File: config.mk
export PLATFORM = sky130hd
export DESIGN_NAME = isa_variant_csr
export DESIGN_NICKNAME = d
export VERILOG_FILES = /design/src/rtl/isavar_pkg.sv /design/src/rtl/isavar_tuple_lut.sv /design/src/rtl/isavar_vec_bank.sv /design/src/rtl/isavar_switch_ctl.sv /design/src/rtl/isa_variant_csr.sv
export SDC_FILE = /design/constraint.sdc
export NUM_CORES = 1
export LEC_CHECK = 0
export BUFFER_PORTS_ARGS = -buffer_cell sky130_fd_sc_hd__buf_4
export CORE_ASPECT_RATIO = 2
export CORE_MARGIN = 5
export CORE_UTILIZATION = 45
export DETAILED_ROUTE_END_ITERATION = 6
export SLEW_MARGIN = 20
export SYNTH_ARGS = -nofsm -noshare
export SYNTH_HDL_FRONTEND = slang
export SYNTH_HIERARCHICAL = 1
export SYNTH_SLANG_ARGS = --single-unit
export TNS_END_PERCENT = 100
File: constraint.sdc
create_clock -name clk_i -period 6.25 [get_ports clk_i]
set_clock_uncertainty 0.2 [all_clocks]
set_input_delay 0.3125 -clock clk_i [delete_from_list [all_inputs] [get_ports clk_i]]
set_output_delay 0.3125 -clock clk_i [all_outputs]
set_load 0.01 [all_outputs]
File: src/rtl/isavar_pkg.sv
package isavar_pkg;
  localparam logic [11:0] CSR_VENDOR = 12'hF11;
  localparam logic [11:0] CSR_ARCH   = 12'hF12;
  localparam logic [11:0] CSR_MVEC   = 12'h305;
  localparam logic [11:0] CSR_SVEC   = 12'h105;

  typedef enum logic [1:0] {
    SW_IDLE  = 2'd0,
    SW_PEND  = 2'd1,
    SW_DRAIN = 2'd2
  } sw_state_e;
endpackage

File: src/rtl/isavar_tuple_lut.sv
module isavar_tuple_lut #(
  parameter int unsigned NUM  = 4,
  parameter int unsigned XLEN = 32,
  parameter logic [NUM*XLEN-1:0] VENDOR_TBL = '0,
  parameter logic [NUM*XLEN-1:0] ARCH_TBL   = '0,
  localparam int unsigned IDXW = $clog2(NUM)
) (
  input  logic [XLEN-1:0] vendor_i,
  input  logic [XLEN-1:0] arch_i,
  output logic            hit_o,
  output logic [IDXW-1:0] idx_o,
  input  logic [IDXW-1:0] rd_idx_i,
  output logic [XLEN-1:0] rd_vendor_o,
  output logic [XLEN-1:0] rd_arch_o
);
  logic [NUM-1:0] match;

  for (genvar g = 0; g < NUM; g++) begin : g_cmp
    assign match[g] = (vendor_i == VENDOR_TBL[g*XLEN +: XLEN]) &&
                      (arch_i   == ARCH_TBL[g*XLEN +: XLEN]);
  end

  assign hit_o = |match;

  // lowest matching index wins
  always_comb begin
    idx_o = '0;
    for (int i = NUM - 1; i >= 0; i--) begin
      if (match[i]) idx_o = IDXW'(i);
    end
  end

  assign rd_vendor_o = VENDOR_TBL[rd_idx_i*XLEN +: XLEN];
  assign rd_arch_o   = ARCH_TBL[rd_idx_i*XLEN +: XLEN];
endmodule

File: src/rtl/isavar_vec_bank.sv
module isavar_vec_bank #(
  parameter int unsigned NUM  = 4,
  parameter int unsigned XLEN = 32,
  parameter logic [XLEN-1:0] RST_BASE = '0,
  parameter logic [XLEN-1:0] RST_STEP = '0,
  localparam int unsigned IDXW = $clog2(NUM)
) (
  input  logic            clk_i,
  input  logic            rst_ni,
  input  logic [IDXW-1:0] sel_i,
  input  logic            we_i,
  input  logic [XLEN-1:0] wdata_i,
  output logic [XLEN-1:0] rdata_o
);
  logic [XLEN-1:0] ent_q [NUM];

  for (genvar g = 0; g < NUM; g++) begin : g_ent
    always_ff @(posedge clk_i or negedge rst_ni) begin
      if (!rst_ni) begin
        ent_q[g] <= RST_BASE + XLEN'(g) * RST_STEP;
      end else if (we_i && (sel_i == IDXW'(g))) begin
        ent_q[g] <= {wdata_i[XLEN-1:2], 2'b00};  // direct mode only
      end
    end
  end

  assign rdata_o = ent_q[sel_i];


  direct_mode_chk: assert property (@(posedge clk_i) disable iff (!rst_ni)
    rdata_o[1:0] == 2'b00);
endmodule

File: src/rtl/isavar_switch_ctl.sv
module isavar_switch_ctl
  import isavar_pkg::*;
#(
  parameter int unsigned NUM   = 4,
  parameter int unsigned DRAIN = 2,
  localparam int unsigned IDXW = $clog2(NUM),
  localparam int unsigned CW   = $clog2(DRAIN + 1)
) (
  input  logic            clk_i,
  input  logic            rst_ni,
  input  logic            start_i,
  input  logic [IDXW-1:0] start_idx_i,
  input  logic            ready_i,
  output logic [IDXW-1:0] idx_o,
  output logic            stall_o
);
  sw_state_e       state_q;
  logic [IDXW-1:0] pend_q, idx_q;
  logic [CW-1:0]   cnt_q;

  always_ff @(posedge clk_i or negedge rst_ni) begin
    if (!rst_ni) begin
      state_q <= SW_IDLE;
      pend_q  <= '0;
      idx_q   <= '0;
      cnt_q   <= '0;
    end else begin
      unique case (state_q)
        SW_IDLE: if (start_i) begin
          pend_q  <= start_idx_i;
          state_q <= SW_PEND;
        end
        SW_PEND: if (ready_i) begin
          idx_q   <= pend_q;  // commit; vector set follows the same register
          cnt_q   <= CW'(DRAIN - 1);
          state_q <= SW_DRAIN;
        end
        SW_DRAIN: begin
          if (cnt_q == '0) state_q <= SW_IDLE;
          else             cnt_q   <= cnt_q - 1'b1;
        end
        default: state_q <= SW_IDLE;
      endcase
    end
  end

  assign idx_o   = idx_q;
  assign stall_o = (state_q != SW_IDLE);

  // drain-length observer for the checks below
  logic [7:0] drain_len_q;
  always_ff @(posedge clk_i or negedge rst_ni) begin
    if (!rst_ni) drain_len_q <= '0;
    else if (state_q == SW_PEND && ready_i) drain_len_q <= '0;
    else if (state_q == SW_DRAIN) drain_len_q <= drain_len_q + 1'b1;
  end


  commit_on_ready_chk: assert property (@(posedge clk_i) disable iff (!rst_ni)
    !$stable(idx_o) |-> $past(stall_o && ready_i));

  drain_len_chk: assert property (@(posedge clk_i) disable iff (!rst_ni)
    $fell(stall_o) |-> drain_len_q == 8'(DRAIN));
endmodule

File: src/rtl/isa_variant_csr.sv
module isa_variant_csr
  import isavar_pkg::*;
#(
  parameter int unsigned NUM   = 4,
  parameter int unsigned XLEN  = 32,
  parameter int unsigned DRAIN = 2,
  parameter logic [NUM*XLEN-1:0] VENDOR_TBL =
    {32'h0000_0612, 32'h0000_0489, 32'h0000_0489, 32'h0000_0000},
  parameter logic [NUM*XLEN-1:0] ARCH_TBL =
    {32'h0000_0005, 32'h8000_0002, 32'h0000_0001, 32'h0000_0000},
  parameter logic [XLEN-1:0] MVEC_BASE = 32'h0000_1000,
  parameter logic [XLEN-1:0] SVEC_BASE = 32'h0000_2000,
  parameter logic [XLEN-1:0] VEC_STEP  = 32'h0000_0100,
  localparam int unsigned IDXW = $clog2(NUM)
) (
  input  logic            clk_i,
  input  logic            rst_ni,
  input  logic            csr_we_i,
  input  logic [11:0]     csr_addr_i,
  input  logic [XLEN-1:0] csr_wdata_i,
  output logic [XLEN-1:0] csr_rdata_o,
  input  logic            decode_ready_i,
  input  logic            trap_req_i,
  input  logic            trap_to_s_i,
  output logic            trap_take_o,
  output logic [XLEN-1:0] trap_pc_o,
  output logic [IDXW-1:0] variant_o,
  output logic            stall_o
);
  logic [XLEN-1:0] staged_vendor_q;
  logic            lut_hit;
  logic [IDXW-1:0] lut_idx, act_idx;
  logic [XLEN-1:0] act_vendor, act_arch, mvec, svec;
  logic            arch_wr, vendor_wr, sw_start, stall;

  assign vendor_wr = csr_we_i && (csr_addr_i == CSR_VENDOR) && !stall;
  assign arch_wr   = csr_we_i && (csr_addr_i == CSR_ARCH)   && !stall;

  always_ff @(posedge clk_i or negedge rst_ni) begin
    if (!rst_ni)        staged_vendor_q <= '0;
    else if (vendor_wr) staged_vendor_q <= csr_wdata_i;
  end

  isavar_tuple_lut #(
    .NUM(NUM), .XLEN(XLEN), .VENDOR_TBL(VENDOR_TBL), .ARCH_TBL(ARCH_TBL)
  ) i_lut (
    .vendor_i    (staged_vendor_q),
    .arch_i      (csr_wdata_i),
    .hit_o       (lut_hit),
    .idx_o       (lut_idx),
    .rd_idx_i    (act_idx),
    .rd_vendor_o (act_vendor),
    .rd_arch_o   (act_arch)
  );

  assign sw_start = arch_wr && lut_hit;  // unsupported pair: dropped

  isavar_switch_ctl #(.NUM(NUM), .DRAIN(DRAIN)) i_ctl (
    .clk_i       (clk_i),
    .rst_ni      (rst_ni),
    .start_i     (sw_start),
    .start_idx_i (lut_idx),
    .ready_i     (decode_ready_i),
    .idx_o       (act_idx),
    .stall_o     (stall)
  );

  isavar_vec_bank #(
    .NUM(NUM), .XLEN(XLEN), .RST_BASE(MVEC_BASE), .RST_STEP(VEC_STEP)
  ) i_mvec (
    .clk_i   (clk_i),
    .rst_ni  (rst_ni),
    .sel_i   (act_idx),
    .we_i    (csr_we_i && (csr_addr_i == CSR_MVEC)),
    .wdata_i (csr_wdata_i),
    .rdata_o (mvec)
  );

  isavar_vec_bank #(
    .NUM(NUM), .XLEN(XLEN), .RST_BASE(SVEC_BASE), .RST_STEP(VEC_STEP)
  ) i_svec (
    .clk_i   (clk_i),
    .rst_ni  (rst_ni),
    .sel_i   (act_idx),
    .we_i    (csr_we_i && (csr_addr_i == CSR_SVEC)),
    .wdata_i (csr_wdata_i),
    .rdata_o (svec)
  );

  always_comb begin
    unique case (csr_addr_i)
      CSR_VENDOR: csr_rdata_o = act_vendor;
      CSR_ARCH:   csr_rdata_o = act_arch;
      CSR_MVEC:   csr_rdata_o = mvec;
      CSR_SVEC:   csr_rdata_o = svec;
      default:    csr_rdata_o = '0;
    endcase
  end

  // trap gating: one request held across a switch
  logic trap_pend_q, trap_pend_s_q, take, take_s;

  assign take   = !stall && (trap_req_i || trap_pend_q);
  assign take_s = trap_pend_q ? trap_pend_s_q : trap_to_s_i;

  always_ff @(posedge clk_i or negedge rst_ni) begin
    if (!rst_ni) begin
      trap_pend_q   <= 1'b0;
      trap_pend_s_q <= 1'b0;
    end else if (stall && trap_req_i && !trap_pend_q) begin
      trap_pend_q   <= 1'b1;
      trap_pend_s_q <= trap_to_s_i;
    end else if (take && trap_pend_q) begin
      trap_pend_q   <= 1'b0;
    end
  end

  assign trap_take_o = take;
  assign trap_pc_o   = take_s ? svec : mvec;
  assign variant_o   = act_idx;
  assign stall_o     = stall;


  no_trap_in_switch_chk: assert property (@(posedge clk_i) disable iff (!rst_ni)
    trap_take_o |-> !stall_o);

  trap_keeps_variant_chk: assert property (@(posedge clk_i) disable iff (!rst_ni)
    trap_take_o |=> $stable(variant_o));

  bad_pair_no_stall_chk: assert property (@(posedge clk_i) disable iff (!rst_ni)
    (csr_we_i && csr_addr_i == CSR_ARCH && !stall_o && !lut_hit) |=> !stall_o);

  stall_holds_variant_chk: assert property (@(posedge clk_i) disable iff (!rst_ni)
    (stall_o && !decode_ready_i) |=> $stable(variant_o));
endmodule

==> run summary, run 1 <==
die width = 138 um
Fin Setup TNS = 0 ns
Place WS = 2.47 ns
maximum clock frequency = 247 MHz
status = finished clean
Total GRT Usage = 21.7%
share of the synthesized area in the top cell type = 45.4%
sequential fraction of the synthesis area = 48.2%
DRC viols = 0
Total Wirelength = 38.5 mm
grt ovf = 0
count of final setup violators = 0
num ports = 118
DRT iter0 DRCs = 360
Worst Setup SP = i_ctl/idx_o[0]
source of the worst hold timing path = csr_we_i
Reg area = 7080 um2
CTS Buf Count = 27
final non-filler cell total = 1610
largest net degree at the start of global routing = 166
crit path kind = reg -> out
Clock transition at path regs = 0.07 ns
die height = 265 um
worst hold path type = in -> reg
H-tree Lvls = 1
register bit total from synthesis = 282
commonest cells after routing, fill and taps aside = dfrtp_1 (264), mux2_2 (258), buf_4 (132), inv_1 (60), mux4_2 (60)
Crit Path Max Fanout = 33
leading area contributor after synthesis = dfrtp_1
Net Sw Power = 0.000833 W
Avg Vias per Cell = 5.47
sequential power share = 49.2%
vias = 8799
Avg Cell Area, Syn = 14.1 um2
DR WL/cell = 23.9 um
maximum vdd ir drop = 222 uV
CTS Sinks = 282
worst slew pin tran = 0.983 ns
# nets final = 1216
multi-input logic area = 6740 um2
Clk pwr share = 46.0%
top cells by area, synth = dfrtp_1 (45%), mux2_2 (20%), mux4_2 (9.2%)
Max Cap Viol = 0
Slew HR = 34.4%
Clock Latency Late Sink = 0.54 ns
synth warn = 6
Pleak = 8.07 nW
Hold Fails Final Rpt = 0
Core Area = 32200 um2
Root Driver = clkbuf_16
worst path required time = 5.74 ns
Power, Total = 0.00372 W
worst setup margin = 2.20 ns
Gate Count Post-Synth = 1042
dpl cells = 1522
PortBufs = 115
Initial Utilization = 45.5%
die area = 36500 um2
first-pass GRT wire length = 59.7 mm
deepest clock path buffer count = 3
crit path DAT = 3.54 ns
fillers = 2770
Placer Congestion = 0.799
crit path time final = 4.05 ns
Post-Syn Area = 14700 um2
switch share = 22.4%
Routed Antenna Nets = 0
Final Cycle Share = 64.8%
RSZ-0062 raised after global routing = false
combinational share of power = 4.8%
ys async rst share = 100%
share of cells above drive strength 1 = 47.6%
crit end category = output pin
max-slew violations = 0
Int Pwr = 0.00289 W
DP HPWL = 25.2 mm
Post-synth EDFFs = 0
commonest non-fill, non-tap cell in the layout = dfrtp_1
TritonRoute pass-1 iters = 4
vias in the first global route = 9741
Main synth FF type = dfrtp_1
initial antenna violation count = 1
Netlist cell types = 49
TritonCTS clock tree = built
P&R area growth vs syn = 15.3%
Startpoint Class = register
pwr/cell area = 220 nW/um2
row count = 93
R2R Path Start = i_ctl/idx_o[0]
## repair_timing
item	4_1_cts	5_1_grt
endpoints found under the hold margin	391	0
hold buffers	38	0
setup buffers	0	0
gates resized for setup	0	0
## critical path, stage by stage (launching register included)
cell and delay (ns):
dfrtp_4 0.87, buf_4 0.55, mux4_2 0.60, mux2_1 0.43, a32oi_1 0.23, o22ai_1 0.10
buf_4 0.17
## cell families after synthesis
family                     share of synthesized area [%]
AOI/OAI and AO/OA                                   2.59
adders and majority gates                          0.341
buffers and inverters                               7.53
DFF                                                 48.2
muxes                                               36.2
other                                             0.0768
and+or+nand+nor                                     4.98
## cell type report
cell class	instances	area share [%]
sequential	282	41.9
antenna	1	0.0148
tap	427	3.16
clock inverter	13	0.887
timing repair buffer	172	8.31
multi-input combinational	619	39.8
inverter	60	1.33
clock buffer	36	4.61
## state kept, by name, summed over array words and instances, names as in the netlist
signal and count:
trap_pend_s_q 1, i_svec/ent_q 120, i_ctl/state_q 2, i_mvec/ent_q 120, i_ctl/cnt_q 2, trap_pend_q 1
staged_vendor_q 32, i_ctl/idx_o 2, i_ctl/pend_q 2
## per-stage QoR
| step | util, % | hold slack [ns] | instance area [um2] |
|---|---|---|---|
| floorplan | - | -0.183 | 14900 |
| global placement | 48.4 | 0.265 | 15600 |
| detailed placement | 48.4 | 0.275 | 15600 |
| CTS | 52.5 | 0.189 | 16900 |
| global route | 52.5 | 0.253 | 16900 |
| finish | 52.5 | 0.209 | 16900 |
## power by group through the flow
stage	registers [W]	logic, W	clock network (W)
detailed placement	0.00186	0.000161	0
finish	0.00183	0.000178	0.00171
global placement	0.00186	0.000160	0
global route	0.00183	0.000198	0.00183
floorplan	0.00186	0.0000726	0
CTS	0.00183	0.000181	0.00176
## synthesized netlist by cell type (2+ instances only)
| cell type | n |
|---|---|
| a21oi_1 | 2 |
| a32oi_1 | 3 |
| and3_1 | 2 |
| buf_1 | 2 |
| buf_2 | 34 |
| buf_4 | 76 |
| buf_6 | 6 |
| clkbuf_1 | 17 |
| conb_1 | 3 |
| dfrtp_1 | 266 |
| dfstp_2 | 16 |
| ha_1 | 4 |
| inv_1 | 60 |
| mux2_1 | 53 |
| mux2_2 | 258 |
| mux2_4 | 30 |
| mux4_2 | 60 |
| nand2_1 | 6 |
| nand3_1 | 13 |
| nand3b_1 | 6 |
| nand4_1 | 39 |
| nor2_1 | 8 |
| nor2b_1 | 4 |
| nor3_1 | 4 |
| nor3_2 | 2 |
| nor3b_2 | 2 |
| nor4_1 | 9 |
| nor4_2 | 4 |
| nor4bb_1 | 2 |
| o221ai_1 | 32 |
## routing by layer
metal / global-route usage [%] / vias up / share of wire [%]
met5: 0 / - / 0
met4: 9.40 / 0 / 4.6
met3: 2.16 / 68 / 2.8
met2: 40.2 / 155 / 55
met1: 24.9 / 4608 / 37
li1: - / 3968 / -
## final timing paths
kind,endpoint,slack [ns],cells after the start
max reg2reg,i_svec/ent_q[73],3.06,4
max in group asynchronous,i_svec/ent_q[17],4.16,3
min,i_ctl/pend_q[1],0.21,5
max,csr_rdata_o[31],2.20,6
min in group asynchronous,i_mvec/ent_q[24],0.24,2
min reg2reg,i_svec/ent_q[102],0.29,1
Power figures use the tool's default switching activity.
==> inputs of run 2 (changes only) <==
ABC_AREA = 1   (was default)
clock period = 4.2 ns   (was 6.25 ns; I/O delays follow)
==> run summary, run 2 <==
DP HPWL = 35.2 mm
CP top delay family = buffers and inverters
PortBufs = 115
adder-cell share of the synthesized area = 0.306%
leading area contributor after synthesis = dfrtp_1
WP buf/inv = 4
largest net degree at the start of global routing = 117
Clock Latency Late Sink = 0.57 ns
CP Capture Point = csr_rdata_o[2]
commonest non-fill, non-tap cell in the layout = nand2_1
reg-to-reg slack, setup = 1.29 ns
Slew HR = 29.3%
synth warn = 6
largest family of logic cells by synthesized area = simple AND/OR/NAND/NOR gates
sequential power share = 47.2%
Post-synth EDFFs = 0
deepest clock path buffer count = 3
Post-synth top cells = nand2_1 (1154), nand3_1 (321), dfrtp_1 (266)
Avg Vias per Cell = 5.20
TritonRoute pass-1 iters = 6
worst-path cell chain = inv_2 > buf_4 > nand2_1 > nand2_1 > nand2_1 > nand2_1 > nand3_1 > nand2_1 > inv_1 > nand2_1 > buf_4
pwr/cell area = 311 nW/um2
DR WL/cell = 18.8 um
Pleak = 10.6 nW
Hold-fix buffers, CTS = 36
H-tree Lvls = 1
combinational share of power = 5.0%
reg2reg path depth = 5
R2R Path Start = i_ctl/state_q[1]
die height = 280 um
ys async rst share = 100%
Startpoint Class = register
Total Wirelength = 54.9 mm
Worst Setup SP = i_ctl/idx_o[0]
mux contribution to synthesized area = 2.20%
Total GRT Usage = 27.1%
most frequent cell after synthesis = nand2_1
postcts setup bufs = 0
fillers = 3641
vias = 15.2k
Core Area = 35800 um2
P&R area growth vs syn = 13.4%
grt ovf = 0
Initial Utilization = 45.7%
Fin Setup TNS = 0 ns
dpl cells = 2838
Post-Syn Area = 16400 um2
die area = 40500 um2
Clk pwr share = 47.8%
Slowest cell on crit path = dfrtp_4
Main synth FF type = dfrtp_1
register bit total from synthesis = 282
Min Hold Slack = -0.0233 ns
Netlist cell types = 28
Crit Path Max Fanout = 34
Net Sw Power = 0.00132 W
share of cells above drive strength 1 = 11.5%
# nets final = 2507
crit path kind = reg -> out
DP Area = 17200 um2
maximum vdd ir drop = 328 uV
Routed Antenna Nets = 0
compound-gate portion of the synthesized area = 3.00%
post-cts gate resize count = 0
multi-input logic area = 7570 um2
Max Cap Viol = 0
Reg area = 7080 um2
worst path required time = 3.79 ns
die width = 145 um
Root Driver = clkbuf_16
final non-filler cell total = 2924
TritonCTS clock tree = built
failing checks = negative hold slack
crit end category = output pin
DRC viols = 0
DRT iter0 DRCs = 1246
share of the synthesized area in the top cell type = 40.7%
Hold Fails Final Rpt = 10
Int Pwr = 0.00445 W
Gate Count Post-Synth = 2388
largest registers = i_mvec/ent_q x120, i_svec/ent_q x120, staged_vendor_q x32
num ports = 118
WP depth = 11
Final Cycle Share = 79.6%
Avg Cell Area, Syn = 6.85 um2
maximum clock frequency = 299 MHz
row count = 98
crit path DAT = 2.93 ns
status = complete, but fails checks
worst hold path type = in -> async
commonest cells after routing, fill and taps aside = nand2_1 (1154), nand3_1 (319), dfrtp_1 (264), inv_1 (186), buf_4 (148)
worst slew pin tran = 1.06 ns
Largest stage delay, worst path = 0.66 ns
vias in the first global route = 14.6k
Clock transition at path regs = 0.07 ns
switch share = 22.8%
first-pass GRT wire length = 85.0 mm
crit path time final = 3.34 ns
CTS Sinks = 282
Simple-Gate Fraction of Synth Area = 39.1%
count of final setup violators = 0
top cells by area, synth = dfrtp_1 (41%), nand2_1 (26%), nand3_1 (9.8%)
CTS Buf Count = 27
finished layout cell area = 18500 um2
Post-Synth XOR/XNOR Area = 0%
initial antenna violation count = 0
n_diodes = 0
sequential fraction of the synthesis area = 43.3%
max-slew violations = 0
Placer Congestion = 0.898
RSZ-0062 raised after global routing = false
Crit path top cell by count = nand2_1
worst r2r dst = staged_vendor_q[9]
[run 2: changes by cell type in the layout (fill, tap and decap cells not counted), sizes merged, moves of 6 or more]
cell,previous run,this run
nand2,6,1158
nand3,13,324
mux2,341,32
inv,60,191
o21ai,1,98
nor2,8,83
mux4,60,0
nand4,39,1
o221ai,32,0
buf,134,155
nor4,13,0
nor3,6,0
[run 2: stage by stage]
stage                     total power [W]  util, %  setup slack, ns
after floorplan                   0.00289        -             2.25
after global placement            0.00303     47.9             1.38
after detailed placement          0.00304     48.0             1.32
after CTS                         0.00581     51.8            0.875
after global routing              0.00593     51.8            0.672
final                             0.00577     51.8            0.858
[run 2: logic make-up (layout without fill, tap and decap cells)]
kind of cell	after synthesis	count (layout)
AND/OR/NAND/NOR	1570	1570
buffers and inverters	399	431
flip-flops	282	282
AO/OA/AOI/OAI	98	98
multiplexers	32	32
adder cells (fa/ha/maj)	4	4
other	3	57
[run 2: worst min path at each step]
| stage | to | slack [ns] | depth (start not counted) |
|---|---|---|---|
| 2_1_floorplan | i_ctl/cnt_q[0] | -0.29 | 0 |
| 3_3_place_gp | staged_vendor_q[18] | 0.008 | 1 |
| 3_5_place_dp | staged_vendor_q[18] | 0.02 | 1 |
| 4_1_cts | staged_vendor_q[25] | 0.02 | 2 |
| 5_1_grt | staged_vendor_q[25] | 0.07 | 2 |
| 6_report | i_svec/ent_q[114] | -0.02 | 2 |
[run 2: final cells by class]
class | count | area share [%]
clock buffer | 41 | 4.57
clock inverter | 9 | 0.864
inverter | 190 | 3.85
multi-input combinational | 1761 | 40.8
sequential | 282 | 38.2
tap | 450 | 3.04
timing repair buffer | 191 | 8.70
[run 2: power groups by stage]
stage / logic [W] / registers [W] / clock network (W)
finish: 0.000288 / 0.00272 / 0.00276
global route: 0.000319 / 0.00272 / 0.00289
CTS: 0.000289 / 0.00272 / 0.00280
detailed placement: 0.000261 / 0.00277 / 0
global placement: 0.000256 / 0.00277 / 0
floorplan: 0.000112 / 0.00277 / 0
[run 2: per-layer routing]
| metal | global-route usage, % | part of all wire (%) | vias to the layer above |
|---|---|---|---|
| met2 | 48.0 | 51 | 523 |
| met4 | 9.31 | 3.7 | 0 |
| met3 | 2.96 | 5.8 | 107 |
| li1 | - | - | 7353 |
| met5 | 0 | 0 | - |
| met1 | 33.7 | 40 | 7208 |
[run 2: worst register-to-register path: stages (launching register included)]
cell and delay, ns:
dfrtp_1 0.45, nor2_1 0.27, inv_1 0.23, nor2_1 0.50, nand3_4 0.70, o21ai_1 0.45
